--- config.mk ---
export PLATFORM = sky130hd
export DESIGN_NAME = cmd_link
export DESIGN_NICKNAME = d
export VERILOG_FILES = /design/src/rtl/cmd_link.sv
export SDC_FILE = /design/constraint.sdc
export NUM_CORES = 1
export LEC_CHECK = 0
export BUFFER_PORTS_ARGS = -buffer_cell sky130_fd_sc_hd__clkbuf_2
export CELL_PAD_IN_SITES_DETAIL_PLACEMENT = 0
export CELL_PAD_IN_SITES_GLOBAL_PLACEMENT = 1
export CORE_MARGIN = 2
export CORE_UTILIZATION = 38
export DETAILED_ROUTE_END_ITERATION = 16
export GPL_TIMING_DRIVEN = 0
export HOLD_SLACK_MARGIN = 0.06
export PLACE_DENSITY_LB_ADDON = 0.1
export SETUP_SLACK_MARGIN = 0.3
export SLEW_MARGIN = 0
export SYNTH_ARGS = -nofsm -noshare
export SYNTH_HDL_FRONTEND = slang
export SYNTH_SLANG_ARGS = --single-unit
--- constraint.sdc ---
create_clock -name clk -period 2.62 [get_ports clk]
set_clock_uncertainty 0.2 [all_clocks]
set_input_delay 0.655 -clock clk [delete_from_list [all_inputs] [get_ports clk]]
set_output_delay 0.655 -clock clk [all_outputs]
set_load 0.005 [all_outputs]
--- src/rtl/cmd_link.sv ---
module cmd_link (
  input  logic        clk,
  input  logic        rst_n,
  input  logic [7:0]  rx_data,
  input  logic        rx_valid,
  input  logic        rx_ferr,
  input  logic        trace_pending,
  input  logic        trace_overflow,
  input  logic [7:0]  event_count,
  input  logic [7:0]  drop_count,
  input  logic        trace_req,
  input  logic [31:0] trace_pkt,
  output logic        trace_take,
  output logic [7:0]  tx_data,
  output logic        tx_valid,
  input  logic        tx_ready,
  output logic [7:0]  trace_mask,
  output logic [3:0]  trace_div,
  output logic        arm,
  output logic        stream_en,
  output logic        clr_pulse,
  output logic        snap_pulse,
  output logic [2:0]  pat_mode,
  output logic [5:0]  pat_div,
  output logic [7:0]  pat_a,
  output logic        rx_err
);
  localparam logic [7:0] C_MASK = 8'h10, C_TDIV = 8'h11, C_CTRL = 8'h12;
  localparam logic [7:0] C_MODE = 8'h20, C_PDIV = 8'h21, C_PVAL = 8'h22;
  localparam logic [7:0] C_STAT = 8'h30, C_PING = 8'h31;

  logic       in_arg;
  logic [7:0] cmd_q;
  logic       want_stat, want_ping;
  logic       busy;
  logic [1:0] idx;
  logic [31:0] sh;

  wire rx_ok   = rx_valid & ~rx_ferr;
  wire cmd_ok  = rx_ok & ~in_arg;
  wire two_byte = (rx_data == C_MASK) || (rx_data == C_TDIV) || (rx_data == C_CTRL) ||
                  (rx_data == C_MODE) || (rx_data == C_PDIV) || (rx_data == C_PVAL);
  wire [7:0] status = {trace_overflow, rx_err, trace_pending, stream_en, arm, pat_mode};
  wire go_stat = ~busy & ~trace_req & want_stat;
  wire go_ping = ~busy & ~trace_req & ~want_stat & want_ping;

  assign trace_take = ~busy & trace_req;
  assign tx_valid   = busy;
  assign tx_data    = sh[31:24];

  always_ff @(posedge clk) begin
    if (!rst_n) begin
      in_arg <= 1'b0;  cmd_q <= '0;
      trace_mask <= '0; trace_div <= '0; arm <= 1'b0; stream_en <= 1'b0;
      clr_pulse <= 1'b0; snap_pulse <= 1'b0;
      pat_mode <= '0; pat_div <= '0; pat_a <= '0; rx_err <= 1'b0;
    end else begin
      clr_pulse  <= 1'b0;
      snap_pulse <= 1'b0;
      if (rx_valid && rx_ferr) begin
        rx_err <= 1'b1;
        in_arg <= 1'b0;
      end else if (rx_ok && in_arg) begin
        in_arg <= 1'b0;
        case (cmd_q)
          C_MASK: trace_mask <= rx_data;
          C_TDIV: trace_div  <= rx_data[3:0];
          C_MODE: pat_mode   <= rx_data[2:0];
          C_PDIV: pat_div    <= rx_data[5:0];
          C_PVAL: pat_a      <= rx_data;
          C_CTRL: begin
            arm        <= rx_data[0];
            stream_en  <= rx_data[1];
            clr_pulse  <= rx_data[2];
            snap_pulse <= rx_data[3];
            if (rx_data[2]) rx_err <= 1'b0;
          end
          default: ;
        endcase
      end else if (cmd_ok && two_byte) begin
        in_arg <= 1'b1;
        cmd_q  <= rx_data;
      end
    end
  end

  always_ff @(posedge clk) begin
    if (!rst_n) begin
      want_stat <= 1'b0;
      want_ping <= 1'b0;
    end else begin
      want_stat <= (want_stat & ~go_stat) | (cmd_ok & (rx_data == C_STAT));
      want_ping <= (want_ping & ~go_ping) | (cmd_ok & (rx_data == C_PING));
    end
  end

  always_ff @(posedge clk) begin
    if (!rst_n) begin
      busy <= 1'b0; idx <= '0; sh <= '0;
    end else if (!busy) begin
      idx <= '0;
      if (trace_req) begin
        busy <= 1'b1; sh <= trace_pkt;
      end else if (want_stat) begin
        busy <= 1'b1; sh <= {8'hA5, status, event_count, drop_count};
      end else if (want_ping) begin
        busy <= 1'b1; sh <= {8'hD7, 8'h54, 8'h01, status};
      end
    end else if (tx_ready) begin
      sh  <= {sh[23:0], 8'h00};
      idx <= idx + 2'd1;
      if (idx == 2'd3) busy <= 1'b0;
    end
  end
endmodule


==> reports/results.txt <==
Outcome = finished, final reports clean
Remaining antenna violation count = 0
Minimum clock period = 2.26 ns
Max rail drop VDD = 0.274 mV
Max-Cap Viols = 0
Setup Fix Bufs, Post-CTS = 0
Cell area after synthesis = 3600 µm²
Chip width = 101 µm
Initial antenna violation count = 0
Area of the die = 10,300 µm²
Synth warn = 0
Remaining DRCs = 0
CP required = 1.76 ns
Final Instance Count excl. Fillers = 631
Pre-CTS worst setup slack = -0.0531 ns
Setup ws final = 0.364 ns
Post-layout util = 48.7%
Clock Latency Late Sink = 0.35 ns
CTS max path bufs = 2
Final slew viol count = 0
GPL Wtd Cong = 0.822
Worst-path maximum fanout = 10
Cells after DPL = 615
Layout fillers = 933
Ys async rst share = 0%
Synth Flop Type = dfxtp_1
Cell variety after synth = 44
Final Setup Violations = 0
Avg Cell Area, Syn = 9.01 µm²
Critical path type = in2out
Final worst path period share = 86.1%
Worst Hold Path Cells = 2
CTS sink count = 80
Gr usage total = 20.9%
Routed len/inst = 16.8 µm
Sequential fraction of the synthesis area = 44.5%
Height of the die = 101 µm
Number of DRC markers in iteration 0 = 106
Worst Min Path Start = pat_div[0]
Flop and latch count out of synthesis = 80
Most frequent cells in the layout = 109 x clkbuf_2, 80 x dfxtp_1, 74 x nand2_1
Ports = 108
Max frequency = 443 MHz
Syn Inst Count = 399
Syn_nets = 464
Worst setup EP type = output pin
Routed vias/inst = 5.20
Commonest non-fill, non-tap cell in the layout = clkbuf_2
Port buffer count = 105
Worst Hold Path EP = pat_div[0]
Critical Path AT = 1.40 ns
Via count = 3,279
R2r setup slk = 0.39 ns
R2R depth = 7
Inserted Clock Buffers = 9
Drt pass-1 iters = 4
Hpwl dp = 7830 µm
First-pass GRT wire length = 16,400 µm
TritonCTS clock tree = done
Post-synth EDFFs = 0
Leak Pwr = 2.05 nW
Critical Path Start Type = primary input
Antenna cells = 0
Core footprint = 9200 µm²
RR Startpoint = tx_valid
Initial Utilization = 39.1%
Final Cell Area = 4480 µm²
Slew of the pin with the lowest slew margin = 0.587 ns
Gr ovfl total = 0
Final net count = 580
Row Count = 35
HP Class = reg2reg
Share of layout cells above drive strength 1 = 29.6%
Clk pin slew, worst setup/hold paths = 0.08 ns
Setup tns final = 0 ns
RSZ-0062 raised after global routing = false
Reg-to-Reg End = sh[19]
Vias in the first global route = 3,168
Slew Limit Headroom = 60.9%
Final Hold Fails = 0
Routed WL = 10,600 µm
H-tree levels = 3
Largest net degree at the start of global routing = 14
Area growth, synth to finish = 24.5%
Pwr dens = 561 nW/µm²
Placed inst area = 4260 µm²
Clock root buffer master = clkbuf_8
## layout make-up
cell class | instances | area (µm²) | share of cell area (%)
multi-input cells | 270 | 1770 | 39.5
flip-flops and latches | 80 | 1600 | 35.8
repair buffers | 105 | 526 | 11.7
plain buffers | 40 | 211 | 4.72
clock buffers | 12 | 145 | 3.24
well taps | 111 | 139 | 3.10
clock inverters | 4 | 53.8 | 1.20
inverters | 9 | 33.8 | 0.755
## metrics by stage
stage	hold WS, ns	total power [mW]
2_1_floorplan	0.240	1.48
3_3_place_gp	0.243	1.61
3_5_place_dp	0.251	1.61
4_1_cts	0.267	2.53
5_1_grt	0.283	2.62
6_report	0.265	2.51
## logic make-up after synthesis
family | synth area share (%)
and+or+nand+nor | 15.8
AOI/OAI and AO/OA | 17.7
DFF | 44.5
muxes | 14.8
buffers and inverters | 6.40
xor gates and xnor gates | 0.487
adders and majority gates | 0.348
## per-layer routing
metal  vias up  routed length [µm]  GRT usage [%]
met5         -                   0              0
met4         0                 105           5.93
met3        12                 501           3.86
met2        88                5220           36.2
met1      1535                4770           26.5
li1       1644                   -              -
## critical path, cell delays in order
cell	delay, ns
clkbuf_2	0.15
clkbuf_2	0.29
nand2_2	0.12
inv_1	0.07
clkbuf_2	0.10
## report_power, final
group          switching, mW  leakage (nW)  internal (mW)
logic                  0.175          1.30          0.133
registers             0.0220         0.650           1.26
clock network          0.457        0.0928          0.469
## synth_stat cells (3+ instances only)
cell       n  area [µm²]
o211ai_1  13        97.6
dfxtp_1   80        1600
buf_2      4        20.0
o221ai_1   3        26.3
and3_1     5        31.3
inv_1      9        33.8
mux2i_1   44         440
nor4b_1    3        26.3
a21boi_0  15         113
nor2_1     5        18.8
nand3_1   16        80.1
a221o_1    8        80.1
a21oi_1   19        95.1
buf_4      9        67.6
o21ai_0   23         115
mux2_2     8        90.1
a221oi_1   4        35.0
nand2_1   75         282
clkbuf_1  24        90.1
## how the worst max path moves through the flow
stage                 endpoint       start
finish              trace_take   trace_req
global route        trace_take   trace_req
CTS                 trace_take   trace_req
detailed placement   want_stat   trace_req
global placement     want_stat   trace_req
floorplan             cmd_q[2]  rx_data[2]
## state kept, by name (all words and copies together), names as in the netlist
register	count
sh	32
cmd_q	8
pat_a	8
trace_mask	8
pat_div	6
trace_div	4
pat_mode	3
idx	2
arm	1
clr_pulse	1
in_arg	1
rx_err	1
snap_pulse	1
stream_en	1
tx_valid	1
want_ping	1
want_stat	1
## timing repair
action | 4_1_cts | 5_1_grt
hold buffers | 0 | 0
setup endpoints to repair | 12 | 19
hold endpoints to repair | 0 | 0
gates resized for setup | 6 | 7
No activity file was read; power rests on OpenSTA's default activity.
